===== config.mk =====
export PLATFORM = sky130hd
export DESIGN_NAME = vsync_shadow_bank
export DESIGN_NICKNAME = d
export VERILOG_FILES = /design/src/rtl/vsb_pkg.sv /design/src/rtl/vsb_vsync_edge.sv /design/src/rtl/vsb_ctrl.sv /design/src/rtl/vsb_window.sv /design/src/rtl/vsync_shadow_bank.sv
export SDC_FILE = /design/constraint.sdc
export NUM_CORES = 1
export LEC_CHECK = 0
export BUFFER_PORTS_ARGS = -buffer_cell sky130_fd_sc_hd__buf_2
export CAP_MARGIN = 30
export CORE_MARGIN = 8
export CORE_UTILIZATION = 62
export DETAILED_ROUTE_END_ITERATION = 7
export PLACE_DENSITY = 0.95
export SLEW_MARGIN = 10
export SYNTH_ARGS = -nofsm -noshare
export SYNTH_HDL_FRONTEND = slang
export SYNTH_SLANG_ARGS = --single-unit

===== constraint.sdc =====
create_clock -name clk -period 4.23 [get_ports clk]
set_clock_uncertainty 0.2 [all_clocks]
set_input_delay 0 -clock clk [delete_from_list [all_inputs] [get_ports clk]]
set_output_delay 0 -clock clk [all_outputs]
set_load 0.01 [all_outputs]

===== src/rtl/vsb_pkg.sv =====
package vsb_pkg;
   // Class of a register address: a window word, the control word, or unmapped
   typedef enum logic [1:0] {
      ASEL_WIN  = 2'd0,
      ASEL_CTRL = 2'd1,
      ASEL_NONE = 2'd2
   } addr_sel_e;

   function automatic addr_sel_e classify(input int unsigned addr, input int unsigned n_words);
      if (addr < n_words)       return ASEL_WIN;
      else if (addr == n_words) return ASEL_CTRL;
      else                      return ASEL_NONE;
   endfunction
endpackage


===== src/rtl/vsb_vsync_edge.sv =====
module vsb_vsync_edge #(
   parameter int SYNC_STAGES = 0
) (
   input  logic clk,
   input  logic rst_n,
   input  logic vsync_i,
   output logic rise_o
);
   logic vs_s;
   logic vs_q;

   generate
      if (SYNC_STAGES == 0) begin : g_direct
         assign vs_s = vsync_i;
      end else begin : g_sync
         logic [SYNC_STAGES-1:0] chain_q;
         always_ff @(posedge clk or negedge rst_n) begin
            if (!rst_n) chain_q <= '0;
            else if (SYNC_STAGES == 1) chain_q <= vsync_i;
            else chain_q <= {chain_q[SYNC_STAGES-2:0], vsync_i};
         end
         assign vs_s = chain_q[SYNC_STAGES-1];
      end
   endgenerate

   always_ff @(posedge clk or negedge rst_n) begin
      if (!rst_n) vs_q <= 1'b0;
      else        vs_q <= vs_s;
   end

   assign rise_o = vs_s & ~vs_q;

   // a frame-boundary pulse never lasts two cycles
   a_r3_single_rise: assert property (@(posedge clk) disable iff (!rst_n)
      rise_o |=> !rise_o);
endmodule


===== src/rtl/vsb_ctrl.sv =====
module vsb_ctrl #(
   parameter int NUM_WIN = 2
) (
   input  logic               clk,
   input  logic               rst_n,
   input  logic               ctrl_we,
   input  logic [NUM_WIN-1:0] prot_wdata,
   input  logic               arm_wdata,
   input  logic               rise_i,
   output logic [NUM_WIN-1:0] prot_o,
   output logic [NUM_WIN-1:0] pend_o,
   output logic [NUM_WIN-1:0] xfer_o
);
   logic [NUM_WIN-1:0] prot_q;
   logic [NUM_WIN-1:0] pend_q;
   logic               arm;

   assign arm    = ctrl_we & arm_wdata;
   assign xfer_o = {NUM_WIN{rise_i}} & pend_q & ~prot_q;

   always_ff @(posedge clk or negedge rst_n) begin
      if (!rst_n) begin
         prot_q <= '0;
         pend_q <= '0;
      end else begin
         if (ctrl_we) prot_q <= prot_wdata;
         pend_q <= (pend_q & ~xfer_o) | {NUM_WIN{arm}};
      end
   end

   assign prot_o = prot_q;
   assign pend_o = pend_q;

   generate
      for (genvar w = 0; w < NUM_WIN; w++) begin : g_chk
         // an armed window that transfers drops its armed state
         a_r6_pend_clears: assert property (@(posedge clk) disable iff (!rst_n)
            (xfer_o[w] && !arm) |=> !pend_o[w]);
         // a protected window keeps its armed state across an edge
         a_r5_pend_kept: assert property (@(posedge clk) disable iff (!rst_n)
            (rise_i && pend_o[w] && prot_o[w]) |=> pend_o[w]);
      end
   endgenerate

   // without a request and without an edge, the armed set does not change
   a_r8_no_disarm: assert property (@(posedge clk) disable iff (!rst_n)
      (!arm && !rise_i) |=> (pend_o == $past(pend_o)));
endmodule


===== src/rtl/vsb_window.sv =====
module vsb_window #(
   parameter int REGS   = 4,
   parameter int DATA_W = 32,
   localparam int IDX_W = (REGS > 1) ? $clog2(REGS) : 1
) (
   input  logic                   clk,
   input  logic                   rst_n,
   input  logic                   we,
   input  logic [IDX_W-1:0]       widx,
   input  logic [DATA_W-1:0]      wdata,
   input  logic                   xfer_i,
   output logic [REGS*DATA_W-1:0] front_o,
   output logic [REGS*DATA_W-1:0] act_o
);
   generate
      for (genvar r = 0; r < REGS; r++) begin : g_word
         logic [DATA_W-1:0] front_q;
         logic [DATA_W-1:0] act_q;

         always_ff @(posedge clk or negedge rst_n) begin
            if (!rst_n)                             front_q <= '0;
            else if (we && widx == IDX_W'(r))       front_q <= wdata;
         end

         always_ff @(posedge clk or negedge rst_n) begin
            if (!rst_n)      act_q <= '0;
            else if (xfer_i) act_q <= front_q;
         end

         assign front_o[r*DATA_W +: DATA_W] = front_q;
         assign act_o[r*DATA_W +: DATA_W]   = act_q;
      end
   endgenerate

   // a transfer loads the pending words held before the edge
   a_r3_load: assert property (@(posedge clk) disable iff (!rst_n)
      xfer_i |=> (act_o == $past(front_o)));
   // live words hold whenever there is no transfer
   a_r4_hold: assert property (@(posedge clk) disable iff (!rst_n)
      !xfer_i |=> $stable(act_o));
endmodule


===== src/rtl/vsync_shadow_bank.sv =====
module vsync_shadow_bank #(
   parameter int NUM_WIN      = 2,
   parameter int REGS_PER_WIN = 4,
   parameter int DATA_W       = 32,
   parameter int EN_BIT       = 0,
   parameter int SYNC_STAGES  = 0,
   localparam int NUM_REGS    = NUM_WIN * REGS_PER_WIN,
   localparam int ADDR_W      = $clog2(NUM_REGS + 1),
   localparam int IDX_W       = (REGS_PER_WIN > 1) ? $clog2(REGS_PER_WIN) : 1
) (
   input  logic                       clk,
   input  logic                       rst_n,
   input  logic                       vsync,
   input  logic                       wr_en,
   input  logic [ADDR_W-1:0]          wr_addr,
   input  logic [DATA_W-1:0]          wr_data,
   input  logic [ADDR_W-1:0]          rd_addr,
   output logic [DATA_W-1:0]          rd_data,
   input  logic [ADDR_W-1:0]          dbg_addr,
   output logic [DATA_W-1:0]          dbg_data,
   output logic [NUM_REGS*DATA_W-1:0] act_cfg,
   output logic [NUM_WIN-1:0]         win_en
);
   import vsb_pkg::*;

   localparam int UPD_BIT = DATA_W - 1;

   generate
      if (NUM_WIN < 1 || NUM_WIN >= UPD_BIT)
         $error("NUM_WIN must leave room for the request bit");
      if (REGS_PER_WIN < 1)
         $error("REGS_PER_WIN must be at least 1");
      if (EN_BIT < 0 || EN_BIT >= DATA_W)
         $error("EN_BIT outside the data word");
      if (SYNC_STAGES < 0 || SYNC_STAGES > 3)
         $error("SYNC_STAGES must be 0..3");
   endgenerate

   logic                       rise;
   logic                       ctrl_we;
   logic [NUM_WIN-1:0]         prot;
   logic [NUM_WIN-1:0]         pend;
   logic [NUM_WIN-1:0]         xfer;
   logic [NUM_REGS*DATA_W-1:0] front_all;
   logic [DATA_W-1:0]          ctrl_word;

   vsb_vsync_edge #(.SYNC_STAGES(SYNC_STAGES)) u_edge (
      .clk(clk), .rst_n(rst_n), .vsync_i(vsync), .rise_o(rise)
   );

   assign ctrl_we = wr_en && (classify(int'(wr_addr), NUM_REGS) == ASEL_CTRL);

   vsb_ctrl #(.NUM_WIN(NUM_WIN)) u_ctrl (
      .clk(clk), .rst_n(rst_n), .ctrl_we(ctrl_we),
      .prot_wdata(wr_data[NUM_WIN-1:0]), .arm_wdata(wr_data[UPD_BIT]),
      .rise_i(rise), .prot_o(prot), .pend_o(pend), .xfer_o(xfer)
   );

   generate
      for (genvar w = 0; w < NUM_WIN; w++) begin : g_win
         localparam int BASE = w * REGS_PER_WIN;
         logic              hit;
         logic [ADDR_W-1:0] off;

         assign hit = wr_en && (int'(wr_addr) >= BASE) && (int'(wr_addr) < BASE + REGS_PER_WIN);
         assign off = wr_addr - ADDR_W'(BASE);

         vsb_window #(.REGS(REGS_PER_WIN), .DATA_W(DATA_W)) u_win (
            .clk(clk), .rst_n(rst_n), .we(hit), .widx(IDX_W'(off)),
            .wdata(wr_data), .xfer_i(xfer[w]),
            .front_o(front_all[BASE*DATA_W +: REGS_PER_WIN*DATA_W]),
            .act_o(act_cfg[BASE*DATA_W +: REGS_PER_WIN*DATA_W])
         );

         assign win_en[w] = act_cfg[BASE*DATA_W + EN_BIT];

         // a window protected in the edge cycle keeps its live words
         a_r5_protect_freeze: assert property (@(posedge clk) disable iff (!rst_n)
            prot[w] |=> $stable(act_cfg[BASE*DATA_W +: REGS_PER_WIN*DATA_W]));
      end
   endgenerate

   always_comb begin
      ctrl_word = '0;
      ctrl_word[NUM_WIN-1:0] = prot;
      ctrl_word[UPD_BIT]     = |pend;
   end

   always_comb begin
      rd_data  = '0;
      dbg_data = '0;
      for (int i = 0; i < NUM_REGS; i++) begin
         if (rd_addr == ADDR_W'(i))  rd_data  = front_all[i*DATA_W +: DATA_W];
         if (dbg_addr == ADDR_W'(i)) dbg_data = act_cfg[i*DATA_W +: DATA_W];
      end
      if (rd_addr == ADDR_W'(NUM_REGS)) rd_data = ctrl_word;
   end

   // the request bit reads set whenever some window is armed
   a_r6_req_visible: assert property (@(posedge clk) disable iff (!rst_n)
      (rd_addr == ADDR_W'(NUM_REGS)) |-> (rd_data[UPD_BIT] == (pend != '0)));
   // unmapped live-copy reads return zero
   a_r9_dbg_unmapped: assert property (@(posedge clk) disable iff (!rst_n)
      (int'(dbg_addr) > NUM_REGS) |-> (dbg_data == '0));
endmodule


# Word-level counts from Yosys, hierarchy flattened
# Cells that the tools add are included.
# totals
regBits,517
wordCells,92
# classes
eq_ne,23
order_cmp,4
n_bitwise,9
mux,19
reduce_logical,17
add_sub_neg,1
# op_table
operator,n
32-bit two-way mux,17
4-bit by 3-bit equality test with 1-bit output (second input constant),8
4-bit by 2-bit equality test with 1-bit output (second input constant),4
1-bit logical AND,12
2-bit equality test (second input constant),4
4-bit by 1-bit equality test with 1-bit output (second input constant),2
4-bit equality test (second input constant),2
4-bit logical NOT,2
4-bit less-than comparator (second input constant),2
2-bit bitwise AND,3
2-bit by 1-bit equality test with 1-bit output (second input constant),3
4-bit by 3-bit greater-or-equal comparator with 1-bit output (second input constant),1
2-bit logical NOT,2
4-bit by 3-bit less-than comparator with 1-bit output (second input constant),1
2-bit two-way mux,2
2-bit inverter,2
1-bit bitwise AND,2
2-bit bitwise OR,1
2-bit OR reduction,1
2-bit by 1-bit subtractor with 2-bit output (second input constant),1
1-bit inverter,1

# Depth between registers and ports, before layout
# depth
depth_word,10
mapped_depth,8
mapped_depth_nobuf,5

# By module
# A second synthesis with hierarchy kept.
# unflattened
cells_unflattened,1724
hier_area_um2,23767.8
# by_module_without_submodules
mod,n_inst,cells_per_inst,seq_area_each_um2,area_each_um2
vsb_window,2,542,6406.1,9457.8
vsync_shadow_bank,1,624,0.0,4645.7
vsb_ctrl,1,14,100.1,167.7
vsb_vsync_edge,1,2,25.0,38.8

# Worst setup path after synthesis
# Ideal clock, no wire load.
# synth_path
path_kind,register to register
from,"register u_ctrl.prot_q[0], in the netlist u_ctrl.prot_o[0]"
to,register g_win[0].u_win.g_word[0].act_q[0]
setup_time_ns,0.125
path_slack_ns,2.395
path_stages_with_launch,5
t_arrival_ns,1.510
synth_period_minus_slack_ns,1.835
cell_sequence,dfrtp_1 > nor4b_2 > clkbuf_1 > buf_2 > mux2_2
# synth_between
elab_chain_cells,2
# synth_lines
item,line,source
start: declaration,vsb_ctrl.sv:14,logic [NUM_WIN-1:0] prot_q;
start signal: assignment,vsb_ctrl.sv:26,if (ctrl_we) prot_q <= prot_wdata;
2-bit inverter,vsb_ctrl.sv:19,assign xfer_o = {NUM_WIN{rise_i}} & pend_q & ~prot_q;
2-bit bitwise AND,vsb_ctrl.sv:19,
end signal: assignment,vsb_window.sv:27,else if (xfer_i) act_q <= front_q;
end: declaration,vsb_window.sv:18,logic [DATA_W-1:0] act_q;
# No other way between the ends.
# A chain may end at the register's enable or synchronous reset.

# Worst setup path after layout
# layout_path
from,input rd_addr[2]
to,output rd_data[16]
# layout_between
elab_chain_cells,10
elab_cells_between_ends,18
# layout_lines
item,line,source
start: declaration,vsync_shadow_bank.sv:17,"input logic [ADDR_W-1:0] rd_addr,"
4-bit logical NOT,vsync_shadow_bank.sv:93,if (rd_addr == ADDR_W'(i)) rd_data = front_all[i*DATA_W +: DATA_W];
32-bit two-way mux (8 in series),vsync_shadow_bank.sv:93,
32-bit two-way mux *,vsync_shadow_bank.sv:96,if (rd_addr == ADDR_W'(NUM_REGS)) rd_data = ctrl_word;
end: declaration,vsync_shadow_bank.sv:18,"output logic [DATA_W-1:0] rd_data,"
# Every way passes the cells marked *; elsewhere a longest branch is shown, timed or not.

==> impl_results.md <==
* Largest area contributor in the netlist: dfrtp_1
* Clock-pin slew on the worst setup and hold paths at 0.06 ns
* Via density at 6.714
* Initial antenna violation count at 1
* Deepest clock path buffer count at 3
* Largest net degree at the start of global routing at 127
* DRT met1 WL at 29.05 mm
* Routed length per placed instance at 28.82 µm
* N_diodes at 0
* Register-to-Register Path Depth at 3
* Worst r2r src: u_ctrl.prot_o[1]$_DFFE_PN0P_
* Pleak at 13.38 nW
* Fin Setup TNS at 0 ns
* Total detailed-routing wirelength at 80.59 mm
* Fin. max-slew vios at 0
* Nets at 2290
* Total Routing Usage GR at 35.24%
* Clk sinks at 517
* Final Setup Violations at 0
* Overall Power at 18.74 mW
* Worst endpoint required time at 4.03 ns
* Worst slew pin tran at 0.9936 ns
* Met2 wire len at 37.79 mm
* PD cells at 654.2 mW/mm²
* Root Buffer: clkbuf_16
* Sw power at 6.474 mW
* Vias at 18770
* Syn avg cell area at 12.90 µm²
* Area Growth Syn to Fin at 19.36%
* Max Cap Viol at 0
* Routed length on met3 at 8.540 mm
* Clk_lat worst skew at 0.60 ns
* Fin crit period at 2.756 ns
* First-pass GRT wire length at 121.3 mm
* RSZ-0062 raised after global routing: no
* Core Area at 0.03847 mm²
* Initial Util at 62.39%
* Cells after synthesis at 1861
* Hold Crit Start: wr_data[2]
* Tcrit/Tclk final at 65.15%
* DP HPWL at 50.72 mm
* Maximum VDD drop at 0.4813 mV
* Num CTS Buffers at 51
* Net Count, Synth at 1909
* Synth Flop Type: dfrtp_1
* Vias in the first global route at 19980
* Setup crit start kind: primary input
* Antenna viol nets, final at 0
* Hold depth at 3
* Final setup margin at 1.474 ns
* Fmax at 362.9 MHz
* Top cells by area, synth: dfrtp_1 (54%), mux2_2 (22%), mux2i_1 (3.5%), mux2_1 (2.2%), mux4_2 (2.2%)
* Sw frac at 34.55%
* Top sig layer: met5
* First-pass DRT Iterations at 6
* Number of flops mapped to enable cells by yosys at 0
* Initial drt markers at 2223
* Proportion of layout cells with a drive suffix above 1 at 43.90%
* Final core occ at 74.47%
* CP arrival at 2.56 ns
* Buffers on Ports at 369
* Distinct cell type count after synthesis at 48
* Row cnt at 72
* DIE WIDTH at 212.7 µm
* Mapped cell area at 0.02400 mm²
* Routability cong. at 0.8787
* Post-Place Setup Slack at 1.586 ns
* Synth top area share at 53.91%
* CP endpoint kind: output pin
* Setup CP Type: primary input to output pin
* Comb pwr share at 29.7%
* IO Count at 370
* Worst-path fanout max at 31
* Worst r2r dst: g_win[1].u_win.g_word[0].act_q[5]$_DFFE_PN0P_
* Outcome: completed
* Die ar. at 0.04526 mm²
* Htree depth at 2
* R2R setup slack at 1.86 ns
* Final hold violations at 0
* # fillers at 2267
* Clock power share at 25.1%
* Hold Path Sink: g_win[1].u_win.g_word[0].front_q[2]$_DFFE_PN0P_
* Design internal power at 12.27 mW
* Warnings, synthesis at 0
* Sequential fraction of the synthesis area at 53.91%
* Rel. slew slack at 33.06%
* CTS tree: done
* Sequential power share at 45.2%
* Drc violations at 0
* Min-Delay Path Class: primary input to flip-flop
* Remaining global-route overflow at 0
* Async SR Flop Fraction at 100.0%
* Die height at 212.7 µm
* Yosys reg bits at 517
## layer usage
metal	vias to the layer above	global-route usage, %
li1	7531	-
met1	9412	43.03
met2	1445	56.20
met3	383	8.675
met4	2	21.97
met5	-	0
## cells in the final DEF (no fill, tap or decap), types with 7 or more instances in the layout
cell / netlist / final
a211oi_1: 23 / 23
a21oi_1: 57 / 57
a22oi_1: 10 / 10
a311o_1: 8 / 8
buf_2: 82 / 364
buf_4: 7 / 36
clkbuf_1: 43 / 14
clkbuf_16: 0 / 53
clkbuf_8: 0 / 12
dfrtp_1: 517 / 517
dlygate4sd3_1: 0 / 58
inv_1: 26 / 26
mux2_1: 47 / 47
mux2_2: 469 / 469
mux2i_1: 84 / 84
mux4_2: 23 / 23
nand2_1: 61 / 60
nand2b_1: 28 / 26
nor2_1: 124 / 123
nor2b_1: 22 / 22
nor3_1: 7 / 7
nor4_1: 21 / 21
o21ai_0: 59 / 59
o221ai_1: 24 / 24
o22ai_1: 34 / 34
o32ai_1: 19 / 19
## how the worst max path moves through the flow
stage / slack, ns / startpoint / depth (start not counted) / to
finish: 1.47 / rd_addr[2] / 7 / rd_data[16]
global route: 1.39 / rd_addr[0] / 7 / rd_data[26]
detailed placement: 1.59 / rd_addr[2] / 7 / rd_data[16]
floorplan: 2.40 / u_ctrl.prot_o[0]$_DFFE_PN0P_ / 4 / g_win[0].u_win.g_word[0].act_q[0]$_DFFE_PN0P_
CTS: 1.51 / rd_addr[0] / 7 / rd_data[26]
global placement: 1.57 / rd_addr[0] / 7 / rd_data[13]
## synth_stat cells (19+ instances only)
master    instances
clkbuf_1         43
a211oi_1         23
nor2b_1          22
mux4_2           23
nor2_1          124
o22ai_1          34
mux2_1           47
o221ai_1         24
mux2_2          469
inv_1            26
mux2i_1          84
a21oi_1          57
o32ai_1          19
buf_2            82
nand2_1          61
nand2b_1         28
nor4_1           21
dfrtp_1         517
o21ai_0          59
## what timing repair did
item / 4_1_cts / 5_1_grt
hold buffers: 59 / 0
setup buffers: 0 / 0
resized for setup: 0 / 0
endpoints found under the hold margin: 731 / 0
## power by group through the flow
stage	combinational [mW]	sequential, mW	clock, mW
2_1_floorplan	2.66	8.33	0
3_3_place_gp	5.18	8.22	0
3_5_place_dp	5.40	8.38	0
4_1_cts	5.53	8.34	4.72
5_1_grt	5.92	8.61	4.91
6_report	5.56	8.47	4.71
## flip-flops by register name (all words and copies together), names as in the netlist
name / flops
g_win.u_win.g_word.act_q: 256
u_ctrl.prot_o: 2
g_win.u_win.g_word.front_q: 256
u_edge.vs_q: 1
u_ctrl.pend_o: 2
## worst max-delay path: stages
cell      delay, ns
buf_2          0.47
nand2b_2       0.67
buf_4          0.42
o32ai_1        0.33
o221ai_1       0.18
o21ai_0        0.24
buf_2          0.22
## through the flow
step	cell area, µm²	cells	hold WS, ns
6_report	28650	2796	0.08191
5_1_grt	28650	2796	0.09777
4_1_cts	28610	2794	0.04959
3_5_place_dp	26290	2646	-0.08979
3_3_place_gp	26270	2645	-0.1110
2_1_floorplan	24000	1861	-0.4956
## cell families (layout without fill, tap and decap cells)
| group | Yosys count | after routing | synth area share (%) |
|---|---|---|---|
| AO/OA/AOI/OAI | 256 | 256 | 6.997 |
| flip-flops | 517 | 517 | 53.91 |
| multiplexers | 623 | 623 | 29.87 |
| buffers and inverters | 167 | 584 | 3.149 |
| AND/OR/NAND/NOR | 298 | 298 | 6.074 |
## layout make-up
type	count	area [µm²]	area share, %
clock inverter	11	195.2	0.6814
multi-input combinational	1177	10370	36.20
inverter	26	97.59	0.3407
sequential	517	12940	45.16
timing repair buffer	469	2878	10.05
clock buffer	78	1519	5.302
tap	518	648.1	2.263
No activity file was read; power rests on OpenSTA's default activity.
